## src/rtl/tc_pkg.sv

```systemverilog
package tc_pkg;
  typedef enum logic [1:0] {
    TM_SPLIT      = 2'd0,
    TM_TIMER_EVT  = 2'd1,
    TM_WIDE_TIMER = 2'd2,
    TM_WIDE_EVT   = 2'd3
  } tc_mode_e;

  localparam logic [1:0] SEL_MODE   = 2'd0;
  localparam logic [1:0] SEL_PRE    = 2'd1;
  localparam logic [1:0] SEL_MATCHL = 2'd2;
  localparam logic [1:0] SEL_MATCHH = 2'd3;
endpackage

```

## src/rtl/tc_prescale.sv

```systemverilog
module tc_prescale #(
  parameter int FIX_BITS = 2,
  parameter int PRE_BITS = 8
) (
  input  logic                clk,
  input  logic                rst,
  input  logic                clr,
  input  logic                tick,
  input  logic [PRE_BITS-1:0] reload,
  output logic                pre_out
);
  logic [FIX_BITS-1:0] fix_q;
  logic [PRE_BITS-1:0] pcnt_q;
  logic                fix_wrap;

  assign fix_wrap = tick && (&fix_q);
  assign pre_out  = fix_wrap && (pcnt_q >= reload);

  always_ff @(posedge clk) begin
    if (rst || clr) begin
      fix_q  <= '0;
      pcnt_q <= '0;
    end else begin
      if (tick) fix_q <= fix_q + 1'b1;
      if (fix_wrap) begin
        if (pcnt_q >= reload) pcnt_q <= '0;
        else                  pcnt_q <= pcnt_q + 1'b1;
      end
    end
  end

  // the fixed stage only moves on a tick
  p_fix_hold_r2: assert property (@(posedge clk) disable iff (rst)
    (!tick && !clr) |=> $stable(fix_q));
  // the programmable stage only moves when the fixed stage wraps
  p_pcnt_hold_r2: assert property (@(posedge clk) disable iff (rst)
    (!fix_wrap && !clr) |=> $stable(pcnt_q));
endmodule

```

## src/rtl/tc_event_sync.sv

```systemverilog
module tc_event_sync #(
  parameter int SYNC_STAGES = 2
) (
  input  logic clk,
  input  logic rst,
  input  logic tick,
  input  logic evt_in,
  output logic evt_edge
);
  logic [SYNC_STAGES-1:0] sync_q;
  logic                   samp_q;
  logic                   evt_s;

  assign evt_s    = sync_q[SYNC_STAGES-1];
  assign evt_edge = tick && evt_s && !samp_q;

  always_ff @(posedge clk) begin
    if (rst) begin
      sync_q <= '0;
      samp_q <= 1'b0;
    end else begin
      sync_q <= {sync_q[SYNC_STAGES-2:0], evt_in};
      if (tick) samp_q <= evt_s;
    end
  end

  // one level change yields a single count
  p_edge_once_r7: assert property (@(posedge clk) disable iff (rst)
    evt_edge |=> !evt_edge);
  // the sampled level only changes on a tick
  p_samp_on_tick_r7: assert property (@(posedge clk) disable iff (rst)
    !tick |=> $stable(samp_q));
endmodule

```

## src/rtl/tc_core.sv

```systemverilog
module tc_core
  import tc_pkg::*;
#(
  parameter int W = 8
) (
  input  logic         clk,
  input  logic         rst,
  input  logic         clr,
  input  tc_mode_e     mode,
  input  logic         adv_pre,
  input  logic         adv_evt,
  input  logic [W-1:0] match_lo,
  input  logic [W-1:0] match_hi,
  output logic [W-1:0] cnt_lo,
  output logic [W-1:0] cnt_hi,
  output logic         irq_lo,
  output logic         irq_hi
);
  logic           wide;
  logic           adv_lo;
  logic           adv_hi;
  logic [2*W-1:0] pair;
  logic [2*W-1:0] pair_nxt;

  assign wide     = (mode == TM_WIDE_TIMER) || (mode == TM_WIDE_EVT);
  assign adv_lo   = (mode == TM_WIDE_EVT)  ? adv_evt : adv_pre;
  assign adv_hi   = (mode == TM_TIMER_EVT) ? adv_evt : adv_pre;
  assign pair     = {cnt_hi, cnt_lo};
  assign pair_nxt = pair + 1'b1;

  always_ff @(posedge clk) begin
    if (rst || clr) begin
      cnt_lo <= '0;
      cnt_hi <= '0;
      irq_lo <= 1'b0;
      irq_hi <= 1'b0;
    end else begin
      irq_lo <= 1'b0;
      irq_hi <= 1'b0;
      if (wide) begin
        if (adv_lo) begin
          if (pair == {match_hi, match_lo}) begin
            cnt_lo <= '0;
            cnt_hi <= '0;
            irq_hi <= 1'b1;
          end else begin
            {cnt_hi, cnt_lo} <= pair_nxt;
          end
        end
      end else begin
        if (adv_lo) begin
          if (cnt_lo == match_lo) begin
            cnt_lo <= '0;
            irq_lo <= 1'b1;
          end else begin
            cnt_lo <= cnt_lo + 1'b1;
          end
        end
        if (adv_hi) begin
          if (cnt_hi == match_hi) begin
            cnt_hi <= '0;
            irq_hi <= 1'b1;
          end else begin
            cnt_hi <= cnt_hi + 1'b1;
          end
        end
      end
    end
  end

  // interrupt pulses last one cycle
  p_lo_pulse_r8: assert property (@(posedge clk) disable iff (rst)
    irq_lo |=> !irq_lo);
  p_hi_pulse_r8: assert property (@(posedge clk) disable iff (rst)
    irq_hi |=> !irq_hi);
  // a pulse always comes with a half that has returned to zero
  p_lo_wrap_zero_r8: assert property (@(posedge clk) disable iff (rst)
    irq_lo |-> (cnt_lo == '0));
  // without any advance the counts hold
  p_stall_r2: assert property (@(posedge clk) disable iff (rst)
    (!adv_pre && !adv_evt && !clr) |=> ($stable(cnt_lo) && $stable(cnt_hi)));
endmodule

```

## src/rtl/tc_quad_timer.sv

```systemverilog
module tc_quad_timer
  import tc_pkg::*;
#(
  parameter int W           = 8,
  parameter int FIX_BITS    = 2,
  parameter int SYNC_STAGES = 2
) (
  input  logic         clk,
  input  logic         rst,
  input  logic         tick,
  input  logic         evt_in,
  input  logic         wr_en,
  input  logic [1:0]   wr_sel,
  input  logic [W-1:0] wr_data,
  output logic [W-1:0] cnt_lo,
  output logic [W-1:0] cnt_hi,
  output logic         irq_lo,
  output logic         irq_hi
);
  tc_mode_e     mode_q;
  logic [W-1:0] pre_q;
  logic [W-1:0] mlo_q;
  logic [W-1:0] mhi_q;
  logic         mode_wr;
  logic         pre_tick;
  logic         evt_edge;
  logic         unused_mode_bits;

  assign mode_wr          = wr_en && (wr_sel == SEL_MODE);
  assign unused_mode_bits = ^wr_data[W-1:2];

  always_ff @(posedge clk) begin
    if (rst) begin
      mode_q <= TM_SPLIT;
      pre_q  <= '0;
      mlo_q  <= '1;
      mhi_q  <= '1;
    end else if (wr_en) begin
      case (wr_sel)
        SEL_MODE:   mode_q <= tc_mode_e'(wr_data[1:0]);
        SEL_PRE:    pre_q  <= wr_data;
        SEL_MATCHL: mlo_q  <= wr_data;
        default:    mhi_q  <= wr_data;
      endcase
    end
  end

  tc_prescale #(.FIX_BITS(FIX_BITS), .PRE_BITS(W)) u_pre (
    .clk(clk), .rst(rst), .clr(mode_wr), .tick(tick),
    .reload(pre_q), .pre_out(pre_tick)
  );

  tc_event_sync #(.SYNC_STAGES(SYNC_STAGES)) u_evt (
    .clk(clk), .rst(rst), .tick(tick), .evt_in(evt_in), .evt_edge(evt_edge)
  );

  tc_core #(.W(W)) u_core (
    .clk(clk), .rst(rst), .clr(mode_wr), .mode(mode_q),
    .adv_pre(pre_tick), .adv_evt(evt_edge),
    .match_lo(mlo_q), .match_hi(mhi_q),
    .cnt_lo(cnt_lo), .cnt_hi(cnt_hi), .irq_lo(irq_lo), .irq_hi(irq_hi)
  );

  // a mode write leaves both halves at zero
  p_mode_clear_r9: assert property (@(posedge clk) disable iff (rst)
    mode_wr |=> (cnt_lo == '0 && cnt_hi == '0 && !irq_lo && !irq_hi));
  // the wide arrangements never raise the low interrupt
  p_wide_lo_quiet_r5: assert property (@(posedge clk) disable iff (rst)
    (mode_q == TM_WIDE_TIMER || mode_q == TM_WIDE_EVT) |-> !irq_lo);
endmodule

```

## config.mk

```make
export PLATFORM = sky130hd
export DESIGN_NAME = tc_quad_timer
export DESIGN_NICKNAME = d
export VERILOG_FILES = /design/src/rtl/tc_pkg.sv /design/src/rtl/tc_prescale.sv /design/src/rtl/tc_event_sync.sv /design/src/rtl/tc_core.sv /design/src/rtl/tc_quad_timer.sv
export SDC_FILE = /design/constraint.sdc
export NUM_CORES = 1
export LEC_CHECK = 0
export ABC_AREA = 1
export CORE_AREA = 3 3 85 87
export CTS_CLUSTER_SIZE = 8
export DETAILED_ROUTE_END_ITERATION = 10
export DIE_AREA = 0 0 88 90
export PLACE_DENSITY = 0.74
export SLEW_MARGIN = 30
export SYNTH_ARGS = -nofsm -noshare
export SYNTH_HDL_FRONTEND = slang
export SYNTH_SLANG_ARGS = --single-unit
```

## constraint.sdc

```tcl
create_clock -name clk -period 1.88 [get_ports clk]
set_clock_uncertainty 0.15 [all_clocks]
set_input_delay 0.188 -clock clk [delete_from_list [all_inputs] [get_ports clk]]
set_output_delay 0.188 -clock clk [all_outputs]
set_load 0.005 [all_outputs]
```

==> summary by stage <==
STA
Headroom to the max-slew limit came out at 0.734. The number of hold violations in the final report is 0. Setup repair after global routing could not meet its margin everywhere. The maximum achievable frequency is 542 MHz. The number of pins with negative max-slew slack in the final report is 0. At the pin with the least slew margin, the transition time is 0.399 ns. The worst hold slack across all endpoints is ~0.21 ns. Setup violations remaining at the end of the flow were counted as 0.

Dividing the final minimum period by the clock period gives 0.981. The time the final worst path needs with I/O delays and setup is 1.84 ns.

Synth
The most frequent cell after synthesis is nand2_1. Of all cell types, the one taking the most synthesized area is dfxtp_1. Synthesis produced a netlist with a net count of 507. By count the netlist is led by 121 x nand2_1, 57 x dfxtp_1, 52 x inv_1, 50 x nor2_1, 29 x a21oi_1. Dividing the synthesized area by the synthesized cell count gives 6.94 um2.

The combined area of all synthesized cells is 0.00333 mm2. The gate count after technology mapping is 480. The share of the synthesized area in the top cell type is 0.342. The number of unique standard cell types used by synthesis is 33. The portion of the post-synthesis area used by sequential elements is 0.342. Yosys printed 0 warnings. The synthesized design contains 0 enable-type register cells. After synthesis the netlist holds a flip-flop and latch count of between 50 and 60. In the synthesized netlist the dominant register cell turns out to be dfxtp_1. Sorting the synthesized cells by area gives the leading types as dfxtp_1 34%, nand2_1 14%, inv_1 5.9%. After synthesis, the share of flip-flops with an asynchronous set or reset is 0.

Setup path
The worst setup path is captured at a flop. Data arrives at the worst endpoint at 1.93 ns. The startpoint kind of the worst setup timing path is a flop.

The setup path with the least slack is of type flop to flop. Of all nets on the critical path, the largest fanout is 7. The endpoint required time on the critical path is 1.96 ns.

Route
Once detail routing completed, the nets flagged for antenna violations numbered 0. The total length of routed wires is around 8500 um. After detailed routing, the number of remaining DRC violations is 0. In the routed layout, each cell is associated on average with a via count of 5.19. Before antenna repair, the detailed router went through 4 iterations. The violation count after the first detailed-routing iteration is 242. The routed length per placed instance is 13.8 um. The routed layout has ~3,200 vias.

Placement
Detailed placement ended at an HPWL of approximately 6000 um. The number of port buffers is 32. The weighted congestion at the end of routability-driven global placement is 0.915. The cell area reported after detailed placement is 0.00387 mm2.

Die
The placeable core area is 0.00642 mm2. The die covers 0.00792 mm2. The die is 88 um wide. Measured along the y axis, the die boundary spans 90 um. After floorplanning, the core was divided into 29 placement rows. 33 I/O pins were placed. The starting density of the core is 0.519.

Power
Of the total power, registers draw 0.470. The internal cell power is 0.00203 W. Of the total power, combinational logic draws 0.102. For this design the ratio of total power to cell area is 639 mW/mm2. The leakage power figure is 1.87 nW. The net switching component of the power is 0.000663 W. The maximum VDD drop is 0.000609 V. The switching part of the total power is 0.246.

The share of total power dissipated in the clock network is 0.428.

Clock network
In this run the number of H-tree levels came out at 3. The clock sink total is between 50 and 60. The maximum clock path buffer count is 2. The tree is rooted in a clkbuf_8. Buffers inserted to repair hold after CTS numbered 0.

TritonCTS built the clock tree. Clock tree synthesis inserted a total of 9 buffers. After clock tree synthesis, the clock-pin slew on the worst setup and hold paths is ~0.070 ns.

At the later pin of the worst-skew pair, clock insertion delay measures 0.34 ns.

GRT
Entering global routing, the biggest net connects 19 pins. The first-pass GRT wire length is around 14,000 um. The total overflow left after global routing is 0. The number of global-route vias before repair is 3,162. Across every metal layer, demand over resource in global routing totals 0.226.

The initial antenna violation count is 0.

Finish
The area of combinational cells with multiple inputs is about 0.002 mm2. The number of nets in the final layout is between 500 and 600. The total area of sequential cells is 0.00114 mm2. Of the cells placed in the final design, the portion with a size suffix greater than 1 is 0.199. The antenna diode count is 0. The summed area of non-filler cells in the final layout is 0.00422 mm2.

Fill cells in the final layout number 557. Compared with the post-synthesis result, the final layout area differs by 26.6%.

Status
The run finished with clean final reports.

Job
The max-capacitance violation count is 0.

Worst hold path
The type of the worst min-delay path is input port to flop.
[cell families (layout without fill, tap and decap cells)]
group / count (synthesis) / in the layout / share of synthesized area
adder cells (fa/ha/maj): 12 / 12 / 0.0451
buffers and inverters: 74 / 134 / 0.0909
AO/OA/AOI/OAI: 68 / 68 / 0.109
AND/OR/NAND/NOR: 250 / 252 / 0.363
flip-flops: 57 / 57 / 0.342
XOR/XNOR: 19 / 19 / 0.0499
[stage by stage]
stage | setup slack (ns) | cells | power [W] | TNS [ns] | utilization
3_5_place_dp | -0.0855 | 602 | 0.00155 | -0.489 | 0.603
6_report | 0.0352 | 619 | 0.00269 | 0 | 0.657
3_3_place_gp | -0.0156 | 602 | 0.00154 | -0.0470 | 0.603
5_1_grt | -0.0703 | 619 | 0.00280 | -0.452 | 0.657
2_1_floorplan | 0.0831 | 480 | 0.00145 | 0 | -
4_1_cts | 0.00848 | 618 | 0.00270 | 0 | 0.638
[timing repair]
action	in CTS	in global routing
hold endpoints to repair	0	0
cloned	1	1
gates resized for setup	4	25
endpoints found under the setup margin	14	21
pin swaps	1	13
buffers inserted	0	0
[path summary, 6_finish.rpt]
kind	end	cells past startpoint	startpoint	slack (ns)
worst max-delay path	u_core.cnt_lo[0]	12	u_pre.pcnt_q[0]	0.04
worst max register to register	u_core.cnt_lo[0]	12	u_pre.pcnt_q[0]	0.04
worst min-delay path	u_evt.sync_q[0]	3	evt_in	0.21
worst min register to register	u_evt.sync_q[1]	2	u_evt.sync_q[0]	0.26
[critical path: stages (launching register included)]
cell and delay (ns):
dfxtp_2 0.34, inv_2 0.05, ha_4 0.25, nand2_2 0.05, nor2_2 0.09, nor2_1 0.04, nand2_1 0.05, nand2_1 0.06
nand2_2 0.13, nand3_4 0.15, nand2_8 0.14, xor2_1 0.20, nor2_2 0.04
[cell usage in the layout, fill, tap and decap left out, types with 2 or more instances in the layout]
master and n:
buf_4 21, nand2_2 12, dfxtp_1 54, nand3_4 2, nand2_1 118, nor3_1 7
nand3_1 25, nand2_8 2, nor2_4 7, nand2_4 6, o211ai_1 8, clkbuf_8 11
o21ai_1 9, a21oi_1 27, clkinv_2 2, ha_4 4, inv_2 15, nor3_2 5
nand4_1 4, inv_1 48, o21ai_0 21, xor2_1 17, nor2_2 8, xnor2_1 2
ha_1 8, nand3_2 2, dfxtp_2 3, nor2_1 49, clkdlybuf4s50_1 32
[power groups by stage]
stage / Clock (W) / Combinational, W / Sequential, W
2_1_floorplan: 0 / 0.000158 / 0.00129
3_3_place_gp: 0 / 0.000251 / 0.00129
3_5_place_dp: 0 / 0.000256 / 0.00129
4_1_cts: 0.00117 / 0.000262 / 0.00127
5_1_grt: 0.00123 / 0.000307 / 0.00127
6_report: 0.00115 / 0.000275 / 0.00127
[metal layers]
| layer | global-route usage | wire length (um) |
|---|---|---|
| met1 | 0.266 | 3650 |
| met4 | 0.107 | 202 |
| met3 | 0.0567 | 451 |
| met2 | 0.374 | 4240 |
| met5 | 0.0140 | 0 |
[sequential cells by signal, summed over array words and instances (netlist names)]
| signal | flops |
|---|---|
| u_core.cnt_hi | 8 |
| u_core.irq_hi | 1 |
| u_core.cnt_lo | 8 |
| pre_q | 8 |
| u_pre.fix_q | 2 |
| u_core.irq_lo | 1 |
| mlo_q | 8 |
| u_pre.pcnt_q | 8 |
| u_evt.samp_q | 1 |
| mhi_q | 8 |
| mode_q | 2 |
| u_evt.sync_q | 2 |
[final cells by class]
class,instances,area share
Timing Repair Buffer,55,0.121
Clock buffer,12,0.0368
Sequential cell,57,0.271
Tap cell,77,0.0228
Multi-Input combinational cell,351,0.482
Inverter,64,0.0570
Clock inverter,3,0.00949
Power figures use the tool's default switching activity.
